`config.mk`:
```
export PLATFORM = sky130hd
export DESIGN_NAME = fcmp_quiet_unit
export DESIGN_NICKNAME = d
export VERILOG_FILES = /design/src/rtl/fcmp_pkg.sv /design/src/rtl/fcmp_classify.sv /design/src/rtl/fcmp_order.sv /design/src/rtl/fcmp_exc.sv /design/src/rtl/fcmp_quiet_unit.sv
export SDC_FILE = /design/constraint.sdc
export NUM_CORES = 1
export LEC_CHECK = 0
export BUFFER_PORTS_ARGS = -buffer_cell sky130_fd_sc_hd__buf_2
export CORE_MARGIN = 1
export CORE_UTILIZATION = 35
export CTS_CLUSTER_DIAMETER = 60
export DETAILED_ROUTE_END_ITERATION = 6
export GPL_TIMING_DRIVEN = 0
export SETUP_SLACK_MARGIN = 0.02
export SLEW_MARGIN = 20
export SYNTH_ARGS = -nofsm -noshare
export SYNTH_HDL_FRONTEND = slang
export SYNTH_SLANG_ARGS = --single-unit
```
`constraint.sdc`:
```
create_clock -name clk -period 0.99 [get_ports clk]
set_input_delay 0 -clock clk [delete_from_list [all_inputs] [get_ports clk]]
set_output_delay 0 -clock clk [all_outputs]
set_load 0.03 [all_outputs]
```
`src/rtl/fcmp_pkg.sv`:
```
package fcmp_pkg;

  // Positions of the fields inside the result word.
  localparam int unsigned REL_LT_BIT   = 0;
  localparam int unsigned REL_EQ_BIT   = 1;
  localparam int unsigned REL_GT_BIT   = 2;
  localparam int unsigned REL_UN_BIT   = 3;
  localparam int unsigned SUB_A_BIT    = 4;
  localparam int unsigned SUB_B_BIT    = 5;
  localparam int unsigned REL_W        = 4;
  localparam int unsigned USED_RES_W   = 6;

  // Class of one operand, derived from its fields.
  typedef struct packed {
    logic sign;
    logic is_zero;
    logic is_sub;
    logic is_inf;
    logic is_nan;
    logic is_snan;
  } fp_class_t;

endpackage

```
`src/rtl/fcmp_classify.sv`:
```
module fcmp_classify
  import fcmp_pkg::*;
#(
  parameter int unsigned EXP_W = 8,
  parameter int unsigned MAN_W = 23,
  localparam int unsigned OP_W = 1 + EXP_W + MAN_W
) (
  input  logic [OP_W-1:0] word,
  output fp_class_t       cls
);

  localparam int unsigned QUIET_BIT = MAN_W - 1;

  logic [EXP_W-1:0] exp_field;
  logic [MAN_W-1:0] frac_field;
  logic             exp_all_ones;
  logic             exp_all_zero;
  logic             frac_nonzero;

  assign exp_field    = word[OP_W-2:MAN_W];
  assign frac_field   = word[MAN_W-1:0];
  assign exp_all_ones = &exp_field;
  assign exp_all_zero = ~|exp_field;
  assign frac_nonzero = |frac_field;

  always_comb begin
    cls.sign    = word[OP_W-1];
    cls.is_zero = exp_all_zero & ~frac_nonzero;
    cls.is_sub  = exp_all_zero &  frac_nonzero;
    cls.is_inf  = exp_all_ones & ~frac_nonzero;
    cls.is_nan  = exp_all_ones &  frac_nonzero;
    cls.is_snan = exp_all_ones &  frac_nonzero & ~frac_field[QUIET_BIT];
  end

endmodule

```
`src/rtl/fcmp_order.sv`:
```
module fcmp_order
  import fcmp_pkg::*;
#(
  parameter int unsigned OP_W = 32
) (
  input  logic [OP_W-1:0]  word_a,
  input  logic [OP_W-1:0]  word_b,
  input  fp_class_t        cls_a,
  input  fp_class_t        cls_b,
  output logic [REL_W-1:0] rel_onehot
);

  // Maps a sign-magnitude value onto an unsigned key with the same
  // numeric order; both zeros share one key.
  function automatic logic [OP_W-1:0] order_key(input logic [OP_W-1:0] w,
                                                input logic            zero);
    logic [OP_W-1:0] top_bit;
    top_bit = {1'b1, {(OP_W-1){1'b0}}};
    if (zero)
      return top_bit;
    else if (w[OP_W-1])
      return ~w;
    else
      return w | top_bit;
  endfunction

  logic [OP_W-1:0] key_a;
  logic [OP_W-1:0] key_b;
  logic            unordered;
  logic            key_lt;
  logic            key_eq;

  assign key_a     = order_key(word_a, cls_a.is_zero);
  assign key_b     = order_key(word_b, cls_b.is_zero);
  assign unordered = cls_a.is_nan | cls_b.is_nan;
  assign key_lt    = key_a < key_b;
  assign key_eq    = key_a == key_b;

  always_comb begin
    rel_onehot             = '0;
    rel_onehot[REL_UN_BIT] = unordered;
    rel_onehot[REL_LT_BIT] = ~unordered & key_lt;
    rel_onehot[REL_EQ_BIT] = ~unordered & key_eq;
    rel_onehot[REL_GT_BIT] = ~unordered & ~key_lt & ~key_eq;
  end

endmodule

```
`src/rtl/fcmp_exc.sv`:
```
module fcmp_exc
  import fcmp_pkg::*;
(
  input  fp_class_t cls_a,
  input  fp_class_t cls_b,
  output logic      invalid
);

  // Only signaling NaNs raise invalid in a quiet compare.
  assign invalid = cls_a.is_snan | cls_b.is_snan;

endmodule

```
`src/rtl/fcmp_quiet_unit.sv`:
```
module fcmp_quiet_unit
  import fcmp_pkg::*;
#(
  parameter int unsigned EXP_W = 8,
  parameter int unsigned MAN_W = 23,
  parameter int unsigned RES_W = 32,
  localparam int unsigned OP_W = 1 + EXP_W + MAN_W
) (
  input  logic             clk,
  input  logic             rst_n,
  input  logic             in_valid,
  input  logic [OP_W-1:0]  op_a,
  input  logic [OP_W-1:0]  op_b,
  output logic             res_valid,
  output logic [RES_W-1:0] res_word,
  output logic             res_invalid
);

  logic [1:0][OP_W-1:0] operands;
  fp_class_t            cls [2];
  fp_class_t            cls_a;
  fp_class_t            cls_b;
  logic [REL_W-1:0]     rel_next;
  logic                 invalid_next;
  logic [RES_W-1:0]     word_next;

  assign operands[0] = op_a;
  assign operands[1] = op_b;

  for (genvar g = 0; g < 2; g++) begin : g_cls
    fcmp_classify #(
      .EXP_W(EXP_W),
      .MAN_W(MAN_W)
    ) u_cls (
      .word(operands[g]),
      .cls (cls[g])
    );
  end

  assign cls_a = cls[0];
  assign cls_b = cls[1];

  fcmp_order #(
    .OP_W(OP_W)
  ) u_order (
    .word_a    (op_a),
    .word_b    (op_b),
    .cls_a     (cls_a),
    .cls_b     (cls_b),
    .rel_onehot(rel_next)
  );

  fcmp_exc u_exc (
    .cls_a  (cls_a),
    .cls_b  (cls_b),
    .invalid(invalid_next)
  );

  always_comb begin
    word_next                  = '0;
    word_next[REL_W-1:0]       = rel_next;
    word_next[SUB_A_BIT]       = cls_a.is_sub;
    word_next[SUB_B_BIT]       = cls_b.is_sub;
  end

  always_ff @(posedge clk or negedge rst_n) begin
    if (!rst_n) begin
      res_valid   <= 1'b0;
      res_word    <= '0;
      res_invalid <= 1'b0;
    end else begin
      res_valid <= in_valid;
      if (in_valid) begin
        res_word    <= word_next;
        res_invalid <= invalid_next;
      end
    end
  end

endmodule

```
==> impl_metrics.tcl <==
set metrics [dict create \
    status "complete, but fails checks" \
    violated_checks "negative setup slack" \
    remaining_drc_errors 0 \
    ir_drop_uv 931 \
    n_antenna_cell 0 \
    worst_hold_path_type "primary input to asynchronous set/reset pin" \
    total_setup_violations_reported_at_the_end_of_the_flow 6 \
    num_rows 29 \
    critical_path_required_ns 1.10 \
    final_max_slew_viol_count 0 \
    tritoncts "done" \
    dpl.hpwl_um 5210 \
    fin_setup_tns_ns -5.00 \
    syn_to_final_growth_pct 50.2 \
    core-area_um2 6390 \
    via_count_of_the_first_global_routing_pass 2393 \
    post-route-util_pct 54.5 \
    slowest_stage "sky130_fd_sc_hd__nor4_4" \
    die_w_um 83.3 \
    place_inst 483 \
    grt_pass1_wl_um 10700 \
    mostFrequentLayoutCells "sky130_fd_sc_hd__buf_2, sky130_fd_sc_hd__buf_4, sky130_fd_sc_hd__nand2_1" \
    slowest_delay_ns 0.33 \
    netlist_area_um2 2320 \
    clockRootBuffer "sky130_fd_sc_hd__clkbuf_8" \
    vias_per_cell 4.83 \
    numPortBuffers 72 \
    power_mw 2.49 \
    detailedPlace.worstSlack_ns -1.81 \
    leading_cell_type_in_the_layout_fill_and_taps_excluded "sky130_fd_sc_hd__buf_2" \
    crit_path_frequent_cell "sky130_fd_sc_hd__buf_6" \
    overflow 0 \
    die_area_um2 6950 \
    synth_seq_area_share_pct 8.64 \
    post-route-worst-setup-slack_ns -1.55 \
    ys_ff_latch 8 \
    start_util_pct 36.3 \
    crit_arrival_ns 2.66 \
    dr_total_vias 2456 \
    post_synthesis_share_of_cell_area_spent_on_full_adders_half_adders_and_majority_gates_pct 17.3 \
    stdcell_count 509 \
    drtAntennaViolNets 0 \
    design_area_um2 3480 \
    drtIter0Drc 81 \
    crit_chain "buf_2 > nor4_2 > nand2_1 > nor2_2 > and3_1 > buf_6 > buf_8 > nor2_4 > ha_4 > nand4_1 > buf_4 > buf_6 > nor4_4 > o31ai_4 > a32o_1" \
    final_hold_violation_count 0 \
    synth-compound-area-share_pct 9.83 \
    cts_htree_levels 1 \
    cts.path.max_buffers 2 \
    maxCapViolCount 0 \
    power_density_nw_per_um2 714 \
    async_reset_ff_share_pct 100 \
    ys.warnings.count 0 \
    number_of_flops_mapped_to_enable_cells_by_yosys 0 \
    nNetsFinal 533 \
    grtUsageTotal_pct 18.8 \
    synth_simple_gate_area_share_pct 26.9 \
    dominant_combinational_cell_family_by_area_after_synthesis "simple AND/OR/NAND/NOR gates" \
    criticalPathCategory "primary input to register" \
    clkSlewWorstSetupHoldPaths_ns 0.04 \
    layout_worst_path_cycle_share_pct 257 \
    setup.worst_path.end_class "register" \
    clock_insertion_delay_worst_skew_ns 0.23 \
    initial_antenna_violation_count 0 \
    placed_area_um2 2910 \
    synth_top_flop_cell "sky130_fd_sc_hd__dfrtp_1" \
    ios 101 \
    share_of_cell_area_taken_by_muxes_after_synthesis_pct 0 \
    grt_max_degree 11 \
    min_period_ns 2.54 \
    layout-drive-gt1-share_pct 39.8 \
    timing.critical_path.buf_inv 5 \
    cts_made_buffers 3 \
    placer_congestion 0.879 \
    hold-worst-slack_ns 0.137 \
    max_clock_freq_mhz 393 \
    leakagePower_nw 1.71 \
    clock_sink_count 8 \
    wl_cell_um 13.2 \
    avgSynthCellArea_um2 7.50 \
    synth.lib_cells_used.distinct 42 \
    critical_path.startpoint_type "primary input" \
    worst_clock_skew_ns 0 \
    die_height_um 83.3 \
    detail_route.first_pass.iterations 4 \
    rsz_0062_raised_after_global_routing "true" \
    syn_inst 309 \
    finalWirelength_um 6720 \
    synthXorXnorAreaFrac_pct 23.4 \
    worst-path-max-fanout 6 \
    worst_path_dominant_cell_family "simple AND/OR/NAND/NOR gates" \
]
[cell type report]
| class | count | area (um^2) |
|---|---|---|
| fill | 629 | 2910 |
| buffer | 41 | 312 |
| inverter | 2 | 7.51 |
| multi-input combinational | 282 | 2170 |
| clock buffer | 3 | 41.3 |
| timing repair buffer | 96 | 648 |
| tap | 77 | 96.3 |
| sequential | 8 | 200 |
[cells in the mapped netlist (all sizes together), types with 3 or more instances]
cell / instances / area share [%]
nand2: 39 / 6.3
ha: 32 / 17
buf: 39 / 13
xor2: 32 / 12
nor3: 3 / 0.65
a21oi: 13 / 2.8
nor4: 15 / 4.3
xnor2: 30 / 11
nor2: 38 / 6.3
nand3: 8 / 1.7
nand2b: 3 / 1.1
o21ai: 6 / 1.3
nand4: 12 / 3.5
dfrtp: 8 / 8.6
clkbuf: 3 / 0.49
[state kept, by name (all words and copies together) (netlist names)]
name	count
res_word	6
res_invalid	1
res_valid	1
[cell families (layout without fill, tap and decap cells)]
family | count (synthesis) | in the layout
AO/OA/AOI/OAI | 34 | 34
XOR/XNOR | 62 | 62
adder cells (fa/ha/maj) | 32 | 32
AND/OR/NAND/NOR | 128 | 128
buffers and inverters | 44 | 142
other | 1 | 26
flip-flops | 8 | 8
[per-layer routing]
| metal | part of all wire [%] | track usage, % |
|---|---|---|
| met1 | 43 | 23.4 |
| met2 | 51 | 35.7 |
| met3 | 5.9 | 2.58 |
| met4 | 0.15 | 0.940 |
| met5 | 0 | 0 |
[timing repair]
action,CTS,global route
buffers inserted,23,10
pin swaps,22,23
gates resized for setup,37,35
setup endpoints to repair,6,7
hold endpoints to repair,9,0
cloned,1,0
hold buffers,2,0
[power breakdown]
| group | leakage, nW | switching, mW | internal [mW] |
|---|---|---|---|
| combinational | 1.59 | 0.952 | 0.787 |
| clock | 0.0216 | 0.121 | 0.263 |
| sequential | 0.103 | 0.0115 | 0.350 |
| total | 1.71 | 1.08 | 1.40 |
[worst paths after layout]
| check | from | endpoint | slack (ns) | cells past startpoint |
|---|---|---|---|---|
| worst max-delay path | op_a[5] | res_word[0]$_DFFE_PN0P_ | -1.55 | 15 |
| worst min register to register | res_word[0]$_DFFE_PN0P_ | res_word[0]$_DFFE_PN0P_ | 0.49 | 1 |
| max in group asynchronous | rst_n | res_word[0]$_DFFE_PN0P_ | 0.69 | 2 |
| worst max register to register | res_word[2]$_DFFE_PN0P_ | res_word[2]$_DFFE_PN0P_ | 0.11 | 3 |
| min in group clk | op_a[30] | res_word[4]$_DFFE_PN0P_ | 0.15 | 4 |
| worst min-delay path | rst_n | res_word[1]$_DFFE_PN0P_ | 0.14 | 2 |
(Power assumes the default switching activity.)
